File: src/rtl/adc_trig_pkg.sv
package adc_trig_pkg;
  localparam int SEL_W = 3;
  localparam logic [SEL_W-1:0] SRC_FREE = '0;

  typedef struct packed {
    logic launch;
    logic abort;
  } ctlStrobes_t;
endpackage

File: src/rtl/adc_trig_datapath.sv
module adc_trig_datapath
  import adc_trig_pkg::*;
#(
  parameter int NUM_SRC     = 8,
  parameter int CONV_CYCLES = 13,
  parameter int PIN_W       = 16,
  parameter int BYTE_W      = 8,
  localparam int NUM_BYTES  = PIN_W / BYTE_W,
  localparam int CNT_W      = $clog2(CONV_CYCLES + 1)
) (
  input  logic                 clk,
  input  logic                 rstN,
  input  logic [SEL_W-1:0]     srcSelect,
  input  logic [NUM_SRC-2:0]   eventIn,
  input  logic                 doneFlag,
  input  ctlStrobes_t          strobes,
  input  logic [NUM_BYTES-1:0] maskWr,
  input  logic [BYTE_W-1:0]    maskData,
  input  logic [PIN_W-1:0]     pinRaw,
  output logic                 trigEdge,
  output logic                 startPulse,
  output logic                 busy,
  output logic                 convDone,
  output logic [PIN_W-1:0]     pinRead,
  output logic [PIN_W-1:0]     maskBits
);
  logic [NUM_SRC-1:0] trigVec;
  logic               curTrig;
  logic               prevTrig;
  logic [CNT_W-1:0]   convCnt;

  // Source multiplexer followed by the edge detector.
  assign trigVec  = {eventIn, doneFlag};
  assign curTrig  = trigVec[srcSelect];
  assign trigEdge = curTrig & ~prevTrig;

  always_ff @(posedge clk or negedge rstN) begin
    if (!rstN) prevTrig <= 1'b0;
    else       prevTrig <= curTrig;
  end

  always_ff @(posedge clk or negedge rstN) begin
    if (!rstN) startPulse <= 1'b0;
    else       startPulse <= strobes.launch;
  end

  // Fixed-latency conversion stub.
  always_ff @(posedge clk or negedge rstN) begin
    if (!rstN) begin
      busy     <= 1'b0;
      convDone <= 1'b0;
      convCnt  <= '0;
    end else if (strobes.abort) begin
      busy     <= 1'b0;
      convDone <= 1'b0;
      convCnt  <= '0;
    end else if (strobes.launch) begin
      busy     <= 1'b1;
      convDone <= 1'b0;
      convCnt  <= CNT_W'(CONV_CYCLES - 1);
    end else if (busy) begin
      if (convCnt == '0) begin
        busy     <= 1'b0;
        convDone <= 1'b1;
      end else begin
        convCnt  <= convCnt - 1'b1;
        convDone <= 1'b0;
      end
    end else begin
      convDone <= 1'b0;
    end
  end

  // Digital input disable mask, one register per byte lane.
  for (genvar g = 0; g < NUM_BYTES; g++) begin : gLane
    always_ff @(posedge clk or negedge rstN) begin
      if (!rstN)          maskBits[g*BYTE_W +: BYTE_W] <= '0;
      else if (maskWr[g]) maskBits[g*BYTE_W +: BYTE_W] <= maskData;
    end
  end

  assign pinRead = pinRaw & ~maskBits;
endmodule

File: src/rtl/adc_trig_control.sv
module adc_trig_control
  import adc_trig_pkg::*;
(
  input  logic [SEL_W-1:0] srcSelect,
  input  logic             trigEdge,
  input  logic             convDone,
  input  logic             busy,
  input  logic             adcEnable,
  input  logic             autoTrigEnable,
  input  logic             diffChannel,
  output ctlStrobes_t      strobes
);
  logic freeRun;
  logic wantStart;

  always_comb begin
    freeRun   = (srcSelect == SRC_FREE);
    // Free running restarts only from completion, never from an edge,
    // so moving the select to code 0 cannot trigger.
    wantStart = freeRun ? (convDone & ~diffChannel) : trigEdge;
    strobes.abort  = ~adcEnable;
    strobes.launch = adcEnable & autoTrigEnable & ~busy & wantStart;
  end
endmodule

File: src/rtl/adc_trig_top.sv
module adc_trig_top
  import adc_trig_pkg::*;
#(
  parameter int CONV_CYCLES = 13,
  parameter int PIN_W       = 16,
  parameter int BYTE_W      = 8,
  localparam int NUM_SRC    = 1 << SEL_W,
  localparam int NUM_BYTES  = PIN_W / BYTE_W
) (
  input  logic                 clk,
  input  logic                 rstN,
  input  logic                 adcEnable,
  input  logic                 autoTrigEnable,
  input  logic                 diffChannel,
  input  logic [SEL_W-1:0]     srcSelect,
  input  logic [NUM_SRC-2:0]   eventIn,
  input  logic                 doneFlag,
  input  logic [NUM_BYTES-1:0] maskWr,
  input  logic [BYTE_W-1:0]    maskData,
  input  logic [PIN_W-1:0]     pinRaw,
  output logic                 startPulse,
  output logic                 busy,
  output logic                 convDone,
  output logic [PIN_W-1:0]     pinRead
);
  ctlStrobes_t      strobes;
  logic             trigEdge;
  logic [PIN_W-1:0] maskBits;

  adc_trig_control u_control (
    .srcSelect     (srcSelect),
    .trigEdge      (trigEdge),
    .convDone      (convDone),
    .busy          (busy),
    .adcEnable     (adcEnable),
    .autoTrigEnable(autoTrigEnable),
    .diffChannel   (diffChannel),
    .strobes       (strobes)
  );

  adc_trig_datapath #(
    .NUM_SRC    (NUM_SRC),
    .CONV_CYCLES(CONV_CYCLES),
    .PIN_W      (PIN_W),
    .BYTE_W     (BYTE_W)
  ) u_datapath (
    .clk       (clk),
    .rstN      (rstN),
    .srcSelect (srcSelect),
    .eventIn   (eventIn),
    .doneFlag  (doneFlag),
    .strobes   (strobes),
    .maskWr    (maskWr),
    .maskData  (maskData),
    .pinRaw    (pinRaw),
    .trigEdge  (trigEdge),
    .startPulse(startPulse),
    .busy      (busy),
    .convDone  (convDone),
    .pinRead   (pinRead),
    .maskBits  (maskBits)
  );
endmodule

File: config.mk
export PLATFORM = sky130hd
export DESIGN_NAME = adc_trig_top
export DESIGN_NICKNAME = d
export VERILOG_FILES = /design/src/rtl/adc_trig_pkg.sv /design/src/rtl/adc_trig_datapath.sv /design/src/rtl/adc_trig_control.sv /design/src/rtl/adc_trig_top.sv
export SDC_FILE = /design/constraint.sdc
export NUM_CORES = 1
export LEC_CHECK = 0
export CAP_MARGIN = 20
export CORE_MARGIN = 3
export CORE_UTILIZATION = 43
export DETAILED_ROUTE_END_ITERATION = 16
export PLACE_DENSITY = 0.92
export SLEW_MARGIN = 30
export SYNTH_ARGS = -nofsm -noshare
export SYNTH_HDL_FRONTEND = slang
export SYNTH_SLANG_ARGS = --single-unit
File: constraint.sdc
create_clock -name clk -period 4 [get_ports clk]
set_input_delay 0.8 -clock clk [delete_from_list [all_inputs] [get_ports clk]]
set_output_delay 0.8 -clock clk [all_outputs]
set_load 0.03 [all_outputs]
==> results_dict.tcl, run 1 <==
set metrics [dict create \
    synthXorXnorAreaFrac 0.00716 \
    fillers 178 \
    async_reset_ff_frac 1.00 \
    numCtsBuffers 3 \
    pre_cts_ws_ns 1.10 \
    cts_htree_levels 1 \
    wl_per_cell_um 14.3 \
    worst_path_max_delay_cell "clkdlybuf4s50_1" \
    syn_area_sq_um 1220 \
    grt_pass1_wl_um 4430 \
    cts_hold_buffers 0 \
    arrival_ns 2.09 \
    ioPinCount 61 \
    fin_util 0.721 \
    drt-total-wl_um 2750 \
    synth-edff-count 0 \
    gr-total-overflow 0 \
    ant_nets 0 \
    rows 18 \
    min_path_type "in -> async" \
    p_int_mw 0.408 \
    synth.area.mux_share 0.183 \
    maxSlewHeadroom 0.545 \
    crit_chain "clkdlybuf4s50_1, nor2b_1, clkdlybuf4s50_1" \
    yosysWarnings 0 \
    p_switching_mw 0.148 \
    finalClockSkew_ns 0.00158 \
    drive_above_1_share 0.185 \
    synth.ff_latch_count 24 \
    p_clk_frac 0.223 \
    p_seq_frac 0.496 \
    synthFlopType "dfrtp_1" \
    drv_cap 0 \
    first_global_vias 997 \
    dpl_cell_area_sq_um 1830 \
    startpoint_type "input port" \
    critPathRequiredTime_ns 3.20 \
    cts_tree "built" \
    finalCritPeriodShare 0.722 \
    critPathMaxStageDelay_ns 0.68 \
    cts_resized 0 \
    antenna_found_initial 0 \
    status "completed" \
    path_class "in -> out" \
    synthCells 102 \
    setup_ws_ns 1.11 \
    dr.pass1.iters 4 \
    worst_setup_path_end_kind "output port" \
    peakVddDrop_mv 0.219 \
    rsz0062_at_grt "false" \
    core-area_sq_um 2590 \
    die_x_um 59.3 \
    die_y_um 59.3 \
    synth_top_family_by_area "simple AND/OR/NAND/NOR gates" \
    swShare 0.267 \
    crit_top_cell "clkdlybuf4s50_1" \
    slew_viol_final 0 \
    cts_sinks 24 \
    stdcell_count 192 \
    p_leak_nw 0.775 \
    dr_total_vias 1002 \
    synth_adder_area_share 0.0102 \
    drc 0 \
    synth-compound-area-share 0.0562 \
    dieArea_sq_um 3520 \
    clk_pin_slew_ns 0.12 \
    finalNetCount 206 \
    fmax_mhz 346 \
    synthSimpleGateAreaFrac 0.225 \
    clock-root-buffer "clkbuf_4" \
    clock_path_buffers 2 \
    yosysUniqueCellTypes 32 \
    crit_fanout 1 \
    syn_avg_cell_area_sq_um 12.0 \
    power-per-cell-area_nw_per_um2 298 \
    io_buffers 60 \
    post_cts_buffers 0 \
    area_delta_synth_final_pct 52.6 \
    setup_viol 0 \
    grt_start_max_net_pins 25 \
    ys_seq_area_frac 0.491 \
    drt-initial-drc-count 30 \
    track_usage 0.165 \
    hold_viol_final 0 \
    clk_latency_ns 0.31 \
    synth_fp_nets 145 \
    max_slew.worst_pin.slew_ns 0.665 \
    combPwrFrac 0.281 \
    dp_hpwl_um 2240 \
    finalInstanceArea_sq_um 1870 \
    min_period_ns 2.89 \
    antenna_cells 0 \
    viasPerCell 5.22 \
    start_util 0.472 \
    place_inst 188 \
    place.gp.congestion 0.732 \
    setup_tns_ns 0 \
]
[power groups by stage]
stage                     Sequential (mW)  Combinational (mW)  Clock, mW
after floorplan                     0.279              0.0780          0
after global placement              0.279               0.154          0
after detailed placement            0.281               0.158          0
after CTS                           0.276               0.158      0.129
after global routing                0.279               0.167      0.136
final                               0.276               0.156      0.124
[layer usage]
metal,GRT usage,vias to the layer above,wire length (um)
li1,-,480,-
met1,0.184,468,1070
met2,0.301,54,1370
met3,0.0458,0,306
met4,0.0485,0,0
met5,0,-,0
[worst max-delay path, delay by kind of cell]
kind,cells,cell delay (ns)
AND/OR/NAND/NOR,1,0.15
buffers and inverters,2,1.14
[synthesized netlist by cell type, types with 2 or more instances]
cell | count | area [sq um]
nand2_1 | 4 | 15.0
nand3_1 | 3 | 15.0
nor3_1 | 3 | 15.0
mux2_2 | 19 | 214
nor2b_1 | 17 | 106
a21oi_1 | 2 | 10.0
and3_1 | 2 | 12.5
dfrtp_1 | 24 | 601
or3_1 | 2 | 12.5
inv_1 | 2 | 7.51
nor2_1 | 2 | 7.51
clkbuf_1 | 2 | 7.51
[stage by stage]
| step | hold WS (ns) | total power [mW] |
|---|---|---|
| finish | 0.442 | 0.556 |
| global route | 0.464 | 0.582 |
| CTS | 0.452 | 0.563 |
| detailed placement | 0.498 | 0.438 |
| global placement | 0.490 | 0.432 |
| floorplan | 0.481 | 0.356 |
[final cells by class]
| type | count | area [sq um] | area share |
|---|---|---|---|
| timing repair buffer | 60 | 596 | 0.319 |
| tap | 30 | 37.5 | 0.0201 |
| inverter | 2 | 7.51 | 0.00402 |
| multi-input combinational | 72 | 589 | 0.316 |
| sequential | 24 | 601 | 0.322 |
| clock buffer | 4 | 36.3 | 0.0194 |
[registers in the layout, indices dropped and copies added (netlist names)]
name,flops
u_datapath.maskBits,16
u_datapath.convDone,1
u_datapath.busy,1
u_datapath.convCnt,4
u_datapath.startPulse,1
u_datapath.prevTrig,1
[path summary, 6_finish.rpt]
kind	start	to	slack, ns	depth (start not counted)
max in group asynchronous	rstN	u_datapath.maskBits[7]	3.21	1
hold reg to reg	u_datapath.maskBits[12]	u_datapath.maskBits[12]	0.52	1
hold / removal	rstN	u_datapath.maskBits[9]	0.44	1
min in group clk	u_datapath.maskBits[12]	u_datapath.maskBits[12]	0.52	1
setup / recovery	pinRaw[10]	pinRead[10]	1.11	3
setup reg to reg	u_datapath.convCnt[0]	u_datapath.convCnt[1]	2.24	6
[cells in the final DEF, fill, tap and decap left out, drive strengths merged, types with 2 or more instances in the layout]
| cell type | count |
|---|---|
| a21oi | 2 |
| and3 | 2 |
| clkbuf | 4 |
| clkdlybuf4s50 | 59 |
| dfrtp | 24 |
| inv | 2 |
| mux2 | 19 |
| nand2 | 4 |
| nand2b | 2 |
| nand3 | 3 |
| nor2 | 2 |
| nor2b | 17 |
| nor3 | 3 |
| or3 | 2 |
[cell families after synthesis]
kind of cell               after synthesis
buffers and inverters                    6
DFF                                     24
and+or+nand+nor                         42
muxes                                   20
adders and majority gates                1
AOI/OAI and AO/OA                        8
xor gates and xnor gates                 1
Power figures use the tool's default switching activity.
==> run 2: changes to the inputs <==
--- a/config.mk
+++ b/config.mk
@@ -7,9 +7,9 @@
 export LEC_CHECK = 0
 export CAP_MARGIN = 20
 export CORE_MARGIN = 3
-export CORE_UTILIZATION = 43
+export CORE_UTILIZATION = 40
 export DETAILED_ROUTE_END_ITERATION = 16
-export PLACE_DENSITY = 0.92
+export PLACE_DENSITY = 0.87
 export SLEW_MARGIN = 30
 export SYNTH_ARGS = -nofsm -noshare
 export SYNTH_HDL_FRONTEND = slang
==> constraint.sdc (replaced) <==
create_clock -name clk -period 2.97 [get_ports clk]
set_input_delay 0.594 -clock clk [delete_from_list [all_inputs] [get_ports clk]]
set_output_delay 0.594 -clock clk [all_outputs]
set_load 0.03 [all_outputs]
==> run 2 against run 1 <==
Clock skew shrank 0.00089 ns; flip-flop and latch count is the same; combinational power grew 36%; critical path depth is the same; global-route usage shrank 0.70 points; design area is the same; cell count grew 0.52%; worst setup slack lost 0.60 ns; clock-buffer cell count shrank 1; clock power grew 9.7%; critical endpoint unchanged; largest cell class is now buffers.
==> results_dict.tcl, run 2 (synthesis results as in run 1) <==
set metrics [dict create \
    status "completed" \
    cts_sinks 24 \
    ant_nets 0 \
    drive_above_1_share 0.179 \
    critPathMaxStageDelay_ns 0.68 \
    grt_start_max_net_pins 25 \
    layout_commonest_cell "clkdlybuf4s50_1" \
    clk_pin_slew_ns 0.12 \
    pre_cts_ws_ns 0.489 \
    area_delta_synth_final_pct 52.6 \
    die_y_um 61.3 \
    maxSlewHeadroom 0.614 \
    track_usage 0.158 \
    fin_total_pwr_mw 0.720 \
    drv_cap 0 \
    startpoint_type "input port" \
    clock_path_buffers 2 \
    clk_latency_ns 0.31 \
    clock-root-buffer "clkbuf_4" \
    drt-initial-drc-count 23 \
    crit_top_cell "clkdlybuf4s50_1" \
    worst_setup_path_end_kind "output port" \
    hold_viol_final 0 \
    setup_tns_ns 0 \
    reg2reg_slack_ns 1.23 \
    crit_fanout 1 \
    cts_resized 0 \
    fillers 225 \
    r2r-end "u_datapath.convCnt[1]" \
    grt_pass1_wl_um 4420 \
    ioPinCount 61 \
    gr-total-overflow 0 \
    top_regs "u_datapath.maskBits x16, u_datapath.convCnt x4" \
    io_buffers 60 \
    p_leak_nw 0.772 \
    numCtsBuffers 3 \
    slew_viol_final 0 \
    antenna_found_initial 0 \
    drc 0 \
    cts_hold_buffers 0 \
    viasPerCell 5.22 \
    rsz0062_at_grt "false" \
    power-per-cell-area_nw_per_um2 385 \
    dpl_cell_area_sq_um 1840 \
    setup_ws_ns 0.505 \
    seq_area_sq_um 601 \
    critPathRequiredTime_ns 2.38 \
    finalNetCount 207 \
    min_path_type "reg -> reg" \
    wl_per_cell_um 14.5 \
    dr_total_vias 1007 \
    drt-total-wl_um 2790 \
    antenna_cells 0 \
    cts_htree_levels 1 \
    fin_util 0.660 \
    max_slew.worst_pin.slew_ns 0.565 \
    largest_reg_flops 16 \
    post_cts_buffers 0 \
    multi_input_area_sq_um 589 \
    top_register "u_datapath.maskBits" \
    cts_tree "built" \
    dieArea_sq_um 3760 \
    crit_chain "clkdlybuf4s50_1, nor2b_1, clkdlybuf4s50_1" \
    critPathTopFamily "buffers and inverters" \
    min_to "u_datapath.maskBits[14]" \
    min_from "u_datapath.maskBits[14]" \
    min_period_ns 2.46 \
    dp_hpwl_um 2300 \
    worst_path_max_delay_cell "clkdlybuf4s50_1" \
    arrival_ns 1.87 \
    rows 19 \
    dr.pass1.iters 2 \
    reg2regPathDepth 6 \
    hold_depth 1 \
    peakVddDrop_mv 0.199 \
    place.gp.congestion 0.768 \
    rr_startpoint "u_datapath.convCnt[0]" \
    core-area_sq_um 2830 \
    finalClockSkew_ns 0.000690 \
    fmax_mhz 406 \
    cp_num_buf_inv 2 \
    setup_viol 0 \
    most-common-layout-cells "clkdlybuf4s50_1 (60), dfrtp_1 (24), mux2_2 (19)" \
    die_x_um 61.3 \
    first_global_vias 1027 \
    finalCritPeriodShare 0.830 \
    start_util 0.433 \
    finalInstanceArea_sq_um 1870 \
    path_class "in -> out" \
]
## run 2: changes by cell type in the layout (fill, tap and decap cells not counted)
cell,change
clkbuf_8,-1
buf_2,-1
clkdlybuf4s50_1,+1
buf_4,+1
## run 2: final cells by class
type                            instances  area share
Tap cell                               31      0.0208
Inverter                                2     0.00402
Clock buffer                            3      0.0121
Multi-Input combinational cell         72       0.316
Timing Repair Buffer                   61       0.326
Sequential cell                        24       0.322
## run 2: routing by layer
layer | wire, um | vias to the layer above | part of all wire | track usage
li1 | - | 477 | - | -
met1 | 1090 | 477 | 0.39 | 0.175
met2 | 1400 | 51 | 0.50 | 0.301
met3 | 282 | 2 | 0.10 | 0.0377
met4 | 16 | 0 | 0.0057 | 0.0372
met5 | 0 | - | 0 | 0
## run 2: stage by stage
| stage | hold WS, ns | instances |
|---|---|---|
| 2_1_floorplan | 0.298 | 102 |
| 3_3_place_gp | 0.491 | 190 |
| 3_5_place_dp | 0.498 | 190 |
| 4_1_cts | 0.526 | 193 |
| 5_1_grt | 0.547 | 193 |
| 6_report | 0.523 | 193 |
## run 2: how the worst max path moves through the flow
| stage | from | endpoint | cells past startpoint |
|---|---|---|---|
| 6_report | pinRaw[10] | pinRead[10] | 3 |
| 5_1_grt | pinRaw[10] | pinRead[10] | 3 |
| 4_1_cts | pinRaw[10] | pinRead[10] | 3 |
| 3_5_place_dp | pinRaw[10] | pinRead[10] | 3 |
| 3_3_place_gp | pinRaw[6] | pinRead[6] | 3 |
| 2_1_floorplan | srcSelect[0] | u_datapath.convCnt[0] | 5 |
## run 2: power breakdown
group | internal, mW | switching (mW) | total (mW) | leakage, nW
clock | 0.0474 | 0.0887 | 0.136 | 0.0138
sequential | 0.354 | 0.0173 | 0.372 | 0.295
combinational | 0.121 | 0.0903 | 0.212 | 0.464
total | 0.523 | 0.196 | 0.720 | 0.772
==> run 3: changes to the inputs <==
--- a/config.mk
+++ b/config.mk
@@ -7,9 +7,9 @@
 export LEC_CHECK = 0
 export CAP_MARGIN = 20
 export CORE_MARGIN = 3
-export CORE_UTILIZATION = 40
+export CORE_UTILIZATION = 36
 export DETAILED_ROUTE_END_ITERATION = 16
-export PLACE_DENSITY = 0.87
+export PLACE_DENSITY = 0.83
 export SLEW_MARGIN = 30
 export SYNTH_ARGS = -nofsm -noshare
 export SYNTH_HDL_FRONTEND = slang
==> constraint.sdc (replaced) <==
create_clock -name clk -period 2 [get_ports clk]
set_input_delay 0.4 -clock clk [delete_from_list [all_inputs] [get_ports clk]]
set_output_delay 0.4 -clock clk [all_outputs]
set_load 0.03 [all_outputs]
==> run 3 against run 2 <==
Global-route usage decreased by 0.98 points; critical path depth increased by 2; non-clock buffer count increased by 5; die area increased by 10%; sequential share of layout area decreased by 0.49 points; critical path type is now in -> reg; largest power group unchanged.
==> results_dict.tcl, run 3 (synthesis results as in run 1) <==
set metrics [dict create \
    finalNetCount 212 \
    dp_hpwl_um 2430 \
    io_buffers 60 \
    dr_total_vias 1023 \
    drive_above_1_share 0.304 \
    worst_path_max_delay_cell "clkdlybuf4s50_1" \
    slew_viol_final 0 \
    finalCritPeriodShare 0.945 \
    power-per-cell-area_nw_per_um2 584 \
    numCtsBuffers 3 \
    fmax_mhz 529 \
    critPathMaxStageDelay_ns 0.61 \
    first_global_vias 1076 \
    cts_tree "built" \
    critPathRequiredTime_ns 2.20 \
    wl_per_cell_um 13.9 \
    ioPinCount 61 \
    rsz0062_at_grt "false" \
    place_inst 208 \
    antenna_found_initial 0 \
    finalClockSkew_ns 0.000765 \
    arrival_ns 2.09 \
    die_y_um 64.3 \
    setup_tns_ns 0 \
    clk_latency_ns 0.30 \
    top_register "u_datapath.maskBits" \
    reg2reg_slack_ns 0.28 \
    reg2regPathDepth 6 \
    dieArea_sq_um 4130 \
    largest_reg_flops 16 \
    grt_start_max_net_pins 25 \
    dr.pass1.iters 3 \
    drc 0 \
    gr-total-overflow 0 \
    post_cts_buffers 0 \
    core-area_sq_um 3150 \
    clk_pin_slew_ns 0.12 \
    antenna_cells 0 \
    status "completed" \
    worst_setup_path_end_kind "flip-flop" \
    top_regs "u_datapath.maskBits x16, u_datapath.convCnt x4" \
    drt-total-wl_um 2960 \
    crit_chain "clkdlybuf4s50_1, mux2i_1, and3_1, or4_4, and4_1" \
    p_leak_nw 0.826 \
    r2r-end "u_datapath.convCnt[0]" \
    setup_viol 0 \
    clock_path_buffers 2 \
    area_delta_synth_final_pct 54.9 \
    fin_total_pwr_mw 1.11 \
    min_path_type "in -> async" \
    place.gp.congestion 0.738 \
    start_util 0.388 \
    crit_fanout 7 \
    stdcell_count 212 \
    track_usage 0.148 \
    critPathTopFamily "simple AND/OR/NAND/NOR gates" \
    most-common-layout-cells "clkdlybuf4s50_1 (44), dfrtp_1 (24), buf_4 (22)" \
    maxSlewHeadroom 0.659 \
    drv_cap 0 \
    startpoint_type "input port" \
    layout_commonest_cell "clkdlybuf4s50_1" \
    peakVddDrop_mv 0.221 \
    hold_viol_final 0 \
    path_class "in -> reg" \
    min_period_ns 1.89 \
    max_slew.worst_pin.slew_ns 0.511 \
    grt_pass1_wl_um 4810 \
    rr_startpoint "u_datapath.convCnt[0]" \
    clock-root-buffer "clkbuf_4" \
    drt-initial-drc-count 16 \
    whs_ns 0.429 \
    cts_htree_levels 1 \
    viasPerCell 4.83 \
    rows 20 \
    cts_sinks 24 \
    die_x_um 64.3 \
    cp_num_buf_inv 1 \
    ant_nets 0 \
]
run 3: layer usage:
metal | wire [um] | up-vias | global-route usage
met2 | 1510 | 54 | 0.271
met1 | 1080 | 470 | 0.158
li1 | - | 493 | -
met5 | 0 | - | 0
met3 | 322 | 6 | 0.0457
met4 | 44 | 0 | 0.0554
run 3: cell type report:
cell class | count | area (sq um)
multi-input cells | 72 | 591
inverters | 2 | 7.51
well taps | 44 | 55.1
flip-flops and latches | 24 | 601
clock buffers | 4 | 36.3
repair buffers | 66 | 606
fillers | 299 | 1260
run 3: worst max path at each step:
| stage | endpoint | cells after the start | from | slack [ns] |
|---|---|---|---|---|
| 5_1_grt | u_datapath.convCnt[0] | 5 | srcSelect[0] | 0.06 |
| 6_report | u_datapath.convCnt[0] | 5 | srcSelect[0] | 0.11 |
| 4_1_cts | u_datapath.convCnt[0] | 5 | srcSelect[0] | 0.09 |
| 3_3_place_gp | u_datapath.convCnt[0] | 5 | srcSelect[0] | -0.13 |
| 3_5_place_dp | u_datapath.convCnt[0] | 5 | srcSelect[0] | -0.23 |
| 2_1_floorplan | u_datapath.convCnt[0] | 5 | u_datapath.busy | 0.20 |
run 3: what timing repair did:
action | CTS | global route
hold buffers | 0 | 0
endpoints found under the setup margin | 0 | 4
resized for setup | 0 | 1
run 3: stage by stage:
stage / cell area, sq um / setup slack, ns / util
finish: 1900 / 0.109 / 0.601
global route: 1900 / 0.0633 / 0.601
CTS: 1890 / 0.0895 / 0.601
detailed placement: 1860 / -0.233 / 0.589
global placement: 1860 / -0.134 / 0.589
floorplan: 1220 / 0.202 / -
run 3: report_power, final:
part / internal (mW) / switching (mW) / leakage, nW
combinational: 0.175 / 0.138 / 0.510
clock: 0.111 / 0.133 / 0.0210
sequential: 0.526 / 0.0242 / 0.295
total: 0.812 / 0.295 / 0.826
run 3: worst reg2reg max path: stages (launching register included):
cell	delay (ns)
dfrtp_1	0.44
inv_1	0.07
ha_1	0.19
or3b_2	0.51
nand2_1	0.11
xnor2_1	0.13
and4_1	0.21
